[src/rtl/dp_contention_arb.sv]
module dp_contention_arb #(
  parameter int ADDR_W = 11
) (
  input  logic              clk,
  input  logic              rst_n,
  input  logic              master_mode,
  input  logic              l_sel,
  input  logic [ADDR_W-1:0] l_addr,
  input  logic              l_wr,
  input  logic              r_sel,
  input  logic [ADDR_W-1:0] r_addr,
  input  logic              r_wr,
  input  logic              l_busy_in_n,
  input  logic              r_busy_in_n,
  output logic              l_busy_n,
  output logic              r_busy_n,
  output logic              l_wr_gated,
  output logic              r_wr_gated
);
  localparam logic [1:0] OWN_NONE  = 2'd0;
  localparam logic [1:0] OWN_LEFT  = 2'd1;
  localparam logic [1:0] OWN_RIGHT = 2'd2;

  logic [1:0]        owner_q, owner_now;
  logic              l_sel_q, r_sel_q;
  logic [ADDR_W-1:0] l_addr_q, r_addr_q;
  logic              hit, l_steady, r_steady, l_lose, r_lose, l_block, r_block;

  assign hit      = l_sel && r_sel && (l_addr == r_addr);
  assign l_steady = l_sel && l_sel_q && (l_addr == l_addr_q);
  assign r_steady = r_sel && r_sel_q && (r_addr == r_addr_q);

  always_comb begin
    if (owner_q != OWN_NONE)      owner_now = owner_q;
    else if (r_steady && !l_steady) owner_now = OWN_RIGHT;
    else                          owner_now = OWN_LEFT;
  end

  assign l_lose  = master_mode && hit && (owner_now == OWN_RIGHT);
  assign r_lose  = master_mode && hit && (owner_now == OWN_LEFT);
  assign l_busy_n = !l_lose;
  assign r_busy_n = !r_lose;
  assign l_block = master_mode ? l_lose : !l_busy_in_n;
  assign r_block = master_mode ? r_lose : !r_busy_in_n;
  assign l_wr_gated = l_sel && l_wr && !l_block;
  assign r_wr_gated = r_sel && r_wr && !r_block;

  always_ff @(posedge clk or negedge rst_n) begin
    if (!rst_n) begin
      owner_q  <= OWN_NONE;
      l_sel_q  <= 1'b0;
      r_sel_q  <= 1'b0;
      l_addr_q <= '0;
      r_addr_q <= '0;
    end else begin
      owner_q  <= (master_mode && hit) ? owner_now : OWN_NONE;
      l_sel_q  <= l_sel;
      r_sel_q  <= r_sel;
      l_addr_q <= l_addr;
      r_addr_q <= r_addr;
    end
  end

  p_excl_r4: assert property (@(posedge clk) disable iff (!rst_n)
    !(!l_busy_n && !r_busy_n));
  p_quiet_r1: assert property (@(posedge clk) disable iff (!rst_n)
    (!l_sel || !r_sel || (l_addr != r_addr)) |-> (l_busy_n && r_busy_n));
  p_gate_r6: assert property (@(posedge clk) disable iff (!rst_n)
    (master_mode && (!l_busy_n || !r_busy_n)) |-> (!l_busy_n ? !l_wr_gated : !r_wr_gated));
  p_slave_r9: assert property (@(posedge clk) disable iff (!rst_n)
    !master_mode |-> (l_busy_n && r_busy_n));
  p_hold_r7: assert property (@(posedge clk) disable iff (!rst_n)
    ($past(rst_n) && master_mode && $past(master_mode) && hit && $past(hit))
      |-> (l_busy_n == $past(l_busy_n)));
endmodule

[config.mk]
export PLATFORM = sky130hd
export DESIGN_NAME = dp_contention_arb
export DESIGN_NICKNAME = d
export VERILOG_FILES = /design/src/rtl/dp_contention_arb.sv
export SDC_FILE = /design/constraint.sdc
export NUM_CORES = 1
export LEC_CHECK = 0
export ABC_AREA = 1
export ABC_CLOCK_PERIOD_IN_PS = 1400
export BUFFER_PORTS_ARGS = -buffer_cell sky130_fd_sc_hd__buf_4
export CAP_MARGIN = 20
export CORE_UTILIZATION = 51
export DETAILED_ROUTE_END_ITERATION = 10
export PLACE_DENSITY = 0.78
export SLEW_MARGIN = 20
export SYNTH_ARGS = -nofsm -noshare
export SYNTH_HDL_FRONTEND = slang
export SYNTH_SLANG_ARGS = --single-unit
[constraint.sdc]
create_clock -name clk -period 1.4 [get_ports clk]
set_input_delay 0.28 -clock clk [delete_from_list [all_inputs] [get_ports clk]]
set_output_delay 0.28 -clock clk [all_outputs]
set_load 0.005 [all_outputs]
==> results of run 1 <==
-- layout by cell type (no fill, tap or decap), drive strengths merged --
master and n:
nand2 62, inv 41, buf 39, dfrtp 26
nor2 14, xnor2 11, nand4 6, nand3 4
clkbuf 4, o211ai 3, or2 2, a21oi 2
nand3b 1, o211a 1, dlygate4sd3 1
-- power groups by stage --
stage	Combinational [mW]	Clock (mW)	Sequential, mW
floorplan	0.113	0	0.814
global placement	0.246	0	0.815
detailed placement	0.254	0	0.818
CTS	0.262	0.390	0.804
global route	0.299	0.420	0.808
finish	0.268	0.379	0.805
-- cell families after synthesis --
family                    share of synthesized area, %
AOI/OAI and AO/OA                                 3.21
xor gates and xnor gates                          7.28
buffers and inverters                             11.6
DFF                                               49.1
and+or+nand+nor                                   28.7
-- flip-flops by register name, indices dropped and copies added, names as in the netlist --
| signal | cells |
|---|---|
| l_addr_q | 11 |
| l_sel_q | 1 |
| owner_q | 2 |
| r_addr_q | 11 |
| r_sel_q | 1 |
-- layout make-up --
class / count / share of cell area, %
sequential: 26 / 37.1
timing repair buffer: 40 / 17.9
tap: 30 / 2.14
clock buffer: 4 / 2.07
multi-input combinational: 106 / 31.9
inverter: 41 / 8.79
-- path summary, 6_finish.rpt --
kind	startpoint	endpoint	slack (ps)
max	l_addr_q[5]	l_wr_gated	-520
min	l_addr[4]	l_addr_q[4]	70
max reg2reg	r_addr_q[5]	owner_q[1]	-30
min reg2reg	owner_q[1]	owner_q[0]	610
max in group asynchronous	rst_n	l_addr_q[1]	770
min in group asynchronous	rst_n	r_sel_q	380
-- metal layers --
metal / global-route usage, % / routed length [µm] / vias up / part of all wire (%)
met5: 0 / 0 / - / 0
met4: 6.14 / 46 / 0 / 1.6
met3: 3.45 / 68 / 6 / 2.3
met2: 39.7 / 1560 / 21 / 53
met1: 26.8 / 1270 / 518 / 43
li1: - / - / 598 / -
-- timing repair --
action / 4_1_cts / 5_1_grt
resized for setup: 3 / 11
pin swaps: 4 / 9
hold endpoints to repair: 26 / 0
setup endpoints to repair: 4 / 5
buffers inserted: 1 / 1
hold buffers: 1 / 0
==> results.md, run 1 <==
Global route:
- In the global route stage, overall resource usage came out at 22.0%.
- The remaining global-route overflow is 0.
- The number of antenna violations at the first check in global routing was 0.
- The first-pass GRT wire length is 4370 µm.
- The number of global-route vias before repair came to 1074.
- Entering global routing, the biggest net connects 27 pins.

STA:
- The tightest slew margin relative to the limit is 78.1%.
- The number of failing setup endpoints in the final timing report is 5.
- After routing, the total negative slack on setup checks comes to -1970 ps.
- The setup slack of the critical path after layout is -523 ps.
- The final-report max-slew violation count is 0.
- Setup repair after global routing could not meet its margin everywhere.
- The hold violation count in the final report was 0.
- For this run, the top clock speed supported by timing is 0.520 GHz.
- The worst hold slack is 74.3 ps.
- The final period utilization is 137%.
- The final critical path time including I/O delays and setup is 1920 ps.
- The clock arrives with 3.24 ps of skew.
- The transition time of the tightest slew-check pin is 328 ps.

Run status:
- The flow ran to the end, but the final reports show violations.
- The checks that failed: negative setup slack.

Critical path:
- The dominant cell type by count on the critical path is sky130_fd_sc_hd__nand2_2.
- The sort of element at the end of the critical path is an output pin.
- The largest single stage delay on the critical path is 420 ps.
- The gate family responsible for the most delay along the worst path is simple AND/OR/NAND/NOR gates.
- Data on the critical path arrives at its endpoint at 1640 ps.
- In this run the worst path has a maximum fanout of 3.
- The path depth of the worst reg2reg path is 11.
- The setup path with the least slack is of type reg -> out.
- The slowest cell on the critical path is sky130_fd_sc_hd__dfrtp_1.
- The sort of element at the start of the critical path is a flip-flop.
- The signal on the critical path passes through xnor2_2, nand2_1, nor2_1, nand3_1, nand2_2, nand2_2, a21oi_2, buf_4.
- The data required time of the critical path is 1120 ps.
- Counting both buffers and inverters, the worst setup path holds a total of 1.
- The critical path runs through a total of 8 cells.

Floorplan:
- The die covers 0.00280 mm².
- Once the floorplan was initialized, standard cells occupied 53.9% of the core.
- The die is 52.9 µm wide.
- The die is 52.9 µm tall.
- After floorplanning, the core was sized to cover 0.00245 mm².
- Pin placement for this block handled 35 I/O pins.
- The floorplan row count is 18.

Placement:
- The final estimated routing congestion in global placement is 0.808.
- The number of input and output port buffers inserted is 34.
- The total instance count after detailed placement is 240.
- The estimated wirelength of the detail-placed design is 2250 µm.
- The cell area after placement is 0.00164 mm².
- Before CTS, the worst setup slack after placement is -217 ps.

Logic synthesis:
- By count the netlist is led by sky130_fd_sc_hd__nand2_1 (61), sky130_fd_sc_hd__inv_1 (38), sky130_fd_sc_hd__dfrtp_1 (26).
- The average instance in the mapped netlist occupies 7.65 µm².
- The cell with the most instances after synthesis is sky130_fd_sc_hd__nand2_1.
- After synthesis the netlist holds a flip-flop and latch count of 26.
- The library cell with the largest summed area after synthesis is sky130_fd_sc_hd__dfrtp_1.
- The top cell type by area accounts for 49.1% of the synthesized area.
- Yosys mapped a number of flops with a built-in enable equal to 0.
- After technology mapping, the gate count stands at 173.
- The sequential-to-total area share from yosys stat is 49.1%.
- The number of nets handed over by synthesis was 204.
- Summing every instance area after synthesis gives 0.00132 mm².
- The primary flip-flop cell chosen by synthesis mapping is sky130_fd_sc_hd__dfrtp_1.
- For this run, asynchronously set or reset flops after synthesis account for 100%.
- Yosys mapped the design onto 17 distinct sky130hd cell types.
- In the post-synthesis netlist, the biggest area contributors are sky130_fd_sc_hd__dfrtp_1 (49%), sky130_fd_sc_hd__nand2_1 (17%), sky130_fd_sc_hd__inv_1 (11%), sky130_fd_sc_hd__xnor2_1 (7.3%), sky130_fd_sc_hd__nor2_1 (3.4%).
- The total number of yosys warnings is 0.

Pwr:
- The part of the total power dissipated in combinational logic is 18.5%.
- In this run, flip-flops and latches consume 55.4% of the power.
- For this design the total switching power over the nets is 0.374 mW.
- The peak supply drop is 641 µV.
- The clock group share of total power is 26.1%.
- The internal power of the cells is 1.08 mW.
- Summed over all cells, the static leakage comes to 0.964 nW.
- For this design the ratio of total power to cell area is 829 mW/mm².
- The post-layout total power is 1.45 mW.
- The fraction of power spent switching nets is 25.7%.

Layout:
- After filler insertion, the fill cell instance count of the layout stands at 201.
- In the final layout, the share of cells above drive strength 1 is 28.1%.
- The final core area utilization is 71.4%.
- The final cell count without fillers is 247.
- The antenna cell count is 0.
- Once layout is done, the placed cells without fillers occupy 0.00175 mm².
- Across the whole layout, storage elements account for 651 µm².
- The multi-input combinational cell area is 559 µm².
- The number of nets at the end of the flow is 249.
- The area growth from synthesis to layout is 32.3%.

Routing:
- The first-pass iteration count of the detailed router is 4.
- The via-per-instance ratio is 4.63.
- The total vias in the final route is 1143.
- The antenna violation net count after detailed routing is 0.
- The per-cell routed wire length is 11.9 µm.
- The final layout contains routed wiring with a total length of 2950 µm.
- The number of remaining DRC errors is 0.
- The first routing iteration left 25 violations.

Hold path:
- Counting instances, the worst hold path has a depth of 1.
- The kind of path behind the tightest hold check is in -> reg.

Clock tree:
- Clock tree synthesis inserted a total of 3 buffers.
- The clock slew at the register clock pins of the worst setup and hold paths is 140 ps.
- No sink is reached through more buffers than the 2 on the longest clock path.
- CTS built an H-tree with a depth of 1.
- The clock insertion delay at the later pin of the skew report is 320 ps.
- The number of clock sinks is 26.
- The tree is rooted in a sky130_fd_sc_hd__clkbuf_4.
- TritonCTS built the clock tree.

Flow run:
- The tool flagged a number of max-cap violations equal to 0.
Power figures use the tool's default switching activity.
==> run 2, diff against run 1 <==
- SKIP_CTS_REPAIR_TIMING: default -> 1
==> results.md, run 2 (synthesized netlist as in run 1, its figures left out) <==
Placement:
- The final estimated routing congestion in global placement is 0.808.
- Timing analysis after detailed placement gives a worst setup slack of -217 ps.
- Port buffering added 34 buffers.
- Summing all placed instances gives a cell area of 0.00164 mm².
- The HPWL after detailed placement is 2250 µm.

STA:
- The setup slack of the critical path after layout is -554 ps.
- The final period utilization is 140%.
- Setup repair after global routing could not meet its margin everywhere.
- The worst path in the final design needs a cycle of 1950 ps, including I/O delays and setup.
- The transition time of the tightest slew-check pin is 331 ps.
- The final-report max-slew violation count is 0.
- In this run the tightest slew margin relative to its limit is 77.9%.
- The hold violation count in the final report is 0.
- Timing would allow up to 0.512 GHz.
- Setup violations remaining at the end of the flow were counted as 4.
- The clock arrives with 2.74 ps of skew.

Routing:
- The pre-antenna-repair detailed-routing pass consisted of 4 iterations.
- In the final routed layout, each cell accounts on average for 11.6 µm.
- For this run, design rule violations remaining after detail routing come to 0.
- The detail route stage leaves a number of antenna-violating nets equal to 0.
- After detailed routing, the total wire length is 2830 µm.
- The via-per-instance ratio is 4.63.
- The first routing iteration left 22 violations.
- The total vias in the final route is 1135.

Clock tree:
- The number of clock sinks is 26.
- The clock insertion delay at the later pin of the skew report is 320 ps.
- The number of buffers added by the clock tree synthesis step is 3.
- Clock-pin slew was measured on the worst setup and hold paths at 140 ps.
- The CTS root buffer is sky130_fd_sc_hd__clkbuf_4.
- CTS built an H-tree with a depth of 1.
- TritonCTS built the clock tree.
- The clock passes through at most 2 buffers.

Critical path:
- The sort of element at the end of the critical path is an output pin.
- The endpoint of the worst register-to-register path is owner_q[0].
- The sort of element at the start of the critical path is a flip-flop.
- The critical path in this run is classified as reg -> out.
- The data arrival time of the worst path is 1670 ps.
- The worst flop-to-flop path startpoint is r_addr_q[9].
- The path depth of the worst reg2reg path is 6.
- Along the worst path, the maximum fanout reaches 3.
- The data required time of the critical path is 1120 ps.
- The reg-to-reg setup timing slack is 140 ps.

Global route:
- The number of antenna violations at the first check in global routing came to 0.
- The first global-routing pass estimated 4200 µm of wire.
- Entering global routing, the biggest net connects 27 pins.
- The aggregate global-route resource usage is 21.1%.
- The total overflow left after global routing is 0.
- The number of global-route vias before repair was 1049.

Layout:
- The post-route cell area is 0.00172 mm².
- The fraction of layout cells with a size suffix above 1 is 25.6%.
- The area added between synthesis and finish is 29.9%.
- The largest registers in the layout are l_addr_q (11), r_addr_q (11), owner_q (2).
- The most common cell after layout, fill and taps aside is sky130_fd_sc_hd__nand2_1.
- At the end of the flow, the number of nets in the layout was 247.
- The repair_antennas step left the layout with diodes totalling 0.
- In the layout the commonest cells are sky130_fd_sc_hd__nand2_1 (59), sky130_fd_sc_hd__inv_1 (36), sky130_fd_sc_hd__buf_4 (34), sky130_fd_sc_hd__dfrtp_1 (26), sky130_fd_sc_hd__nor2_1 (11).

Pwr:
- IR analysis of the VDD net gives a maximum drop of 638 µV.
- The leakage power figure is 0.950 nW.
- The internal power of the cells totals 1.08 mW.
- Power comes to 1.44 mW.
- In this run, the clock network consumes 26.0% of the power.
- In this run switching power makes up 25.5% of total power.
- For this design the ratio of total power to cell area is 840 mW/mm².
- The power share of the sequential group is 55.7%.
- Combinational cells account for 18.3% of the total power.
- The net switching component of the power is 0.368 mW.

Floorplan:
- The total die area is 0.00280 mm².
- The area inside the core boundary is 0.00245 mm².
- Measured along the x axis, the die boundary spans 52.9 µm.
- For this design the top-level I/O count stands at 35.
- The initial cell density of the core is 53.9%.
- The initialized floorplan defines 18 standard-cell rows.
- The die height is 52.9 µm.

Hold path:
- Along the worst hold path, the cell count comes to 1.
- The worst min-delay path endpoint is l_addr_q[2].
- The kind of path behind the tightest hold check is in -> reg.
- The worst hold path begins at l_addr[2].

Run status:
- The final reports fail on negative setup slack.
- The flow ran to the end, but the final reports show violations.

Flow run:
- The tool flagged a number of max-cap violations equal to 0.
run 2: changes by cell type in the layout (fill, tap and decap cells not counted):
cell	previous run	this run
sky130_fd_sc_hd__buf_4	36	34
sky130_fd_sc_hd__xnor2_1	8	9
sky130_fd_sc_hd__a21oi_1	0	2
sky130_fd_sc_hd__a21oi_2	2	0
sky130_fd_sc_hd__nor2_2	3	2
sky130_fd_sc_hd__nor2_1	10	11
sky130_fd_sc_hd__xnor2_2	3	2
run 2: area by class of cell:
cell class	instances	area [µm²]
Clock buffer	4	36.3
Fill cell	200	736
Inverter	41	154
Multi-Input combinational cell	106	542
Sequential cell	26	651
Tap cell	30	37.5
Timing Repair Buffer	38	299
run 2: how the worst max path moves through the flow:
stage | from | end | slack, ps | cells after the start
6_report | l_addr_q[10] | l_wr_gated | -550 | 8
4_1_cts | l_addr_q[5] | l_wr_gated | -560 | 8
2_1_floorplan | l_addr_q[10] | l_wr_gated | 80 | 7
3_5_place_dp | r_addr[0] | r_wr_gated | -220 | 10
5_1_grt | l_addr_q[10] | l_wr_gated | -660 | 8
3_3_place_gp | l_addr[1] | r_wr_gated | -180 | 11
run 2: per-stage QoR:
step                util, %  hold slack (ps)  setup TNS [ps]  std cells
finish                 70.0             75.0           -2010        245
global route           70.0             52.7           -2380        245
CTS                    68.2             -158           -2010        244
detailed placement     66.8              206            -751        240
global placement       66.8              205            -540        240
floorplan                 -            -15.6               0        173
run 2: per-layer routing:
| layer | GRT usage (%) | routed length [µm] | up-vias |
|---|---|---|---|
| met5 | 0 | 0 | - |
| met4 | 6.58 | 27 | 0 |
| li1 | - | - | 593 |
| met1 | 25.3 | 1250 | 513 |
| met3 | 3.74 | 88 | 4 |
| met2 | 38.0 | 1470 | 25 |
run 2: critical path, cell delays in order, from the launching register on:
cell and delay [ps]:
sky130_fd_sc_hd__dfrtp_1 430, sky130_fd_sc_hd__xnor2_2 180, sky130_fd_sc_hd__nand2_1 80, sky130_fd_sc_hd__nor2_1 110
sky130_fd_sc_hd__nand3_1 90, sky130_fd_sc_hd__nand2_2 110, sky130_fd_sc_hd__nand2_2 80, sky130_fd_sc_hd__a21oi_1 150
sky130_fd_sc_hd__buf_4 130
run 2: power groups by stage:
stage / clock network, mW / registers [mW] / logic, mW
after detailed placement: 0 / 0.818 / 0.254
after floorplan: 0 / 0.814 / 0.113
after global routing: 0.420 / 0.807 / 0.295
final: 0.376 / 0.805 / 0.264
after CTS: 0.390 / 0.803 / 0.255
after global placement: 0 / 0.815 / 0.246
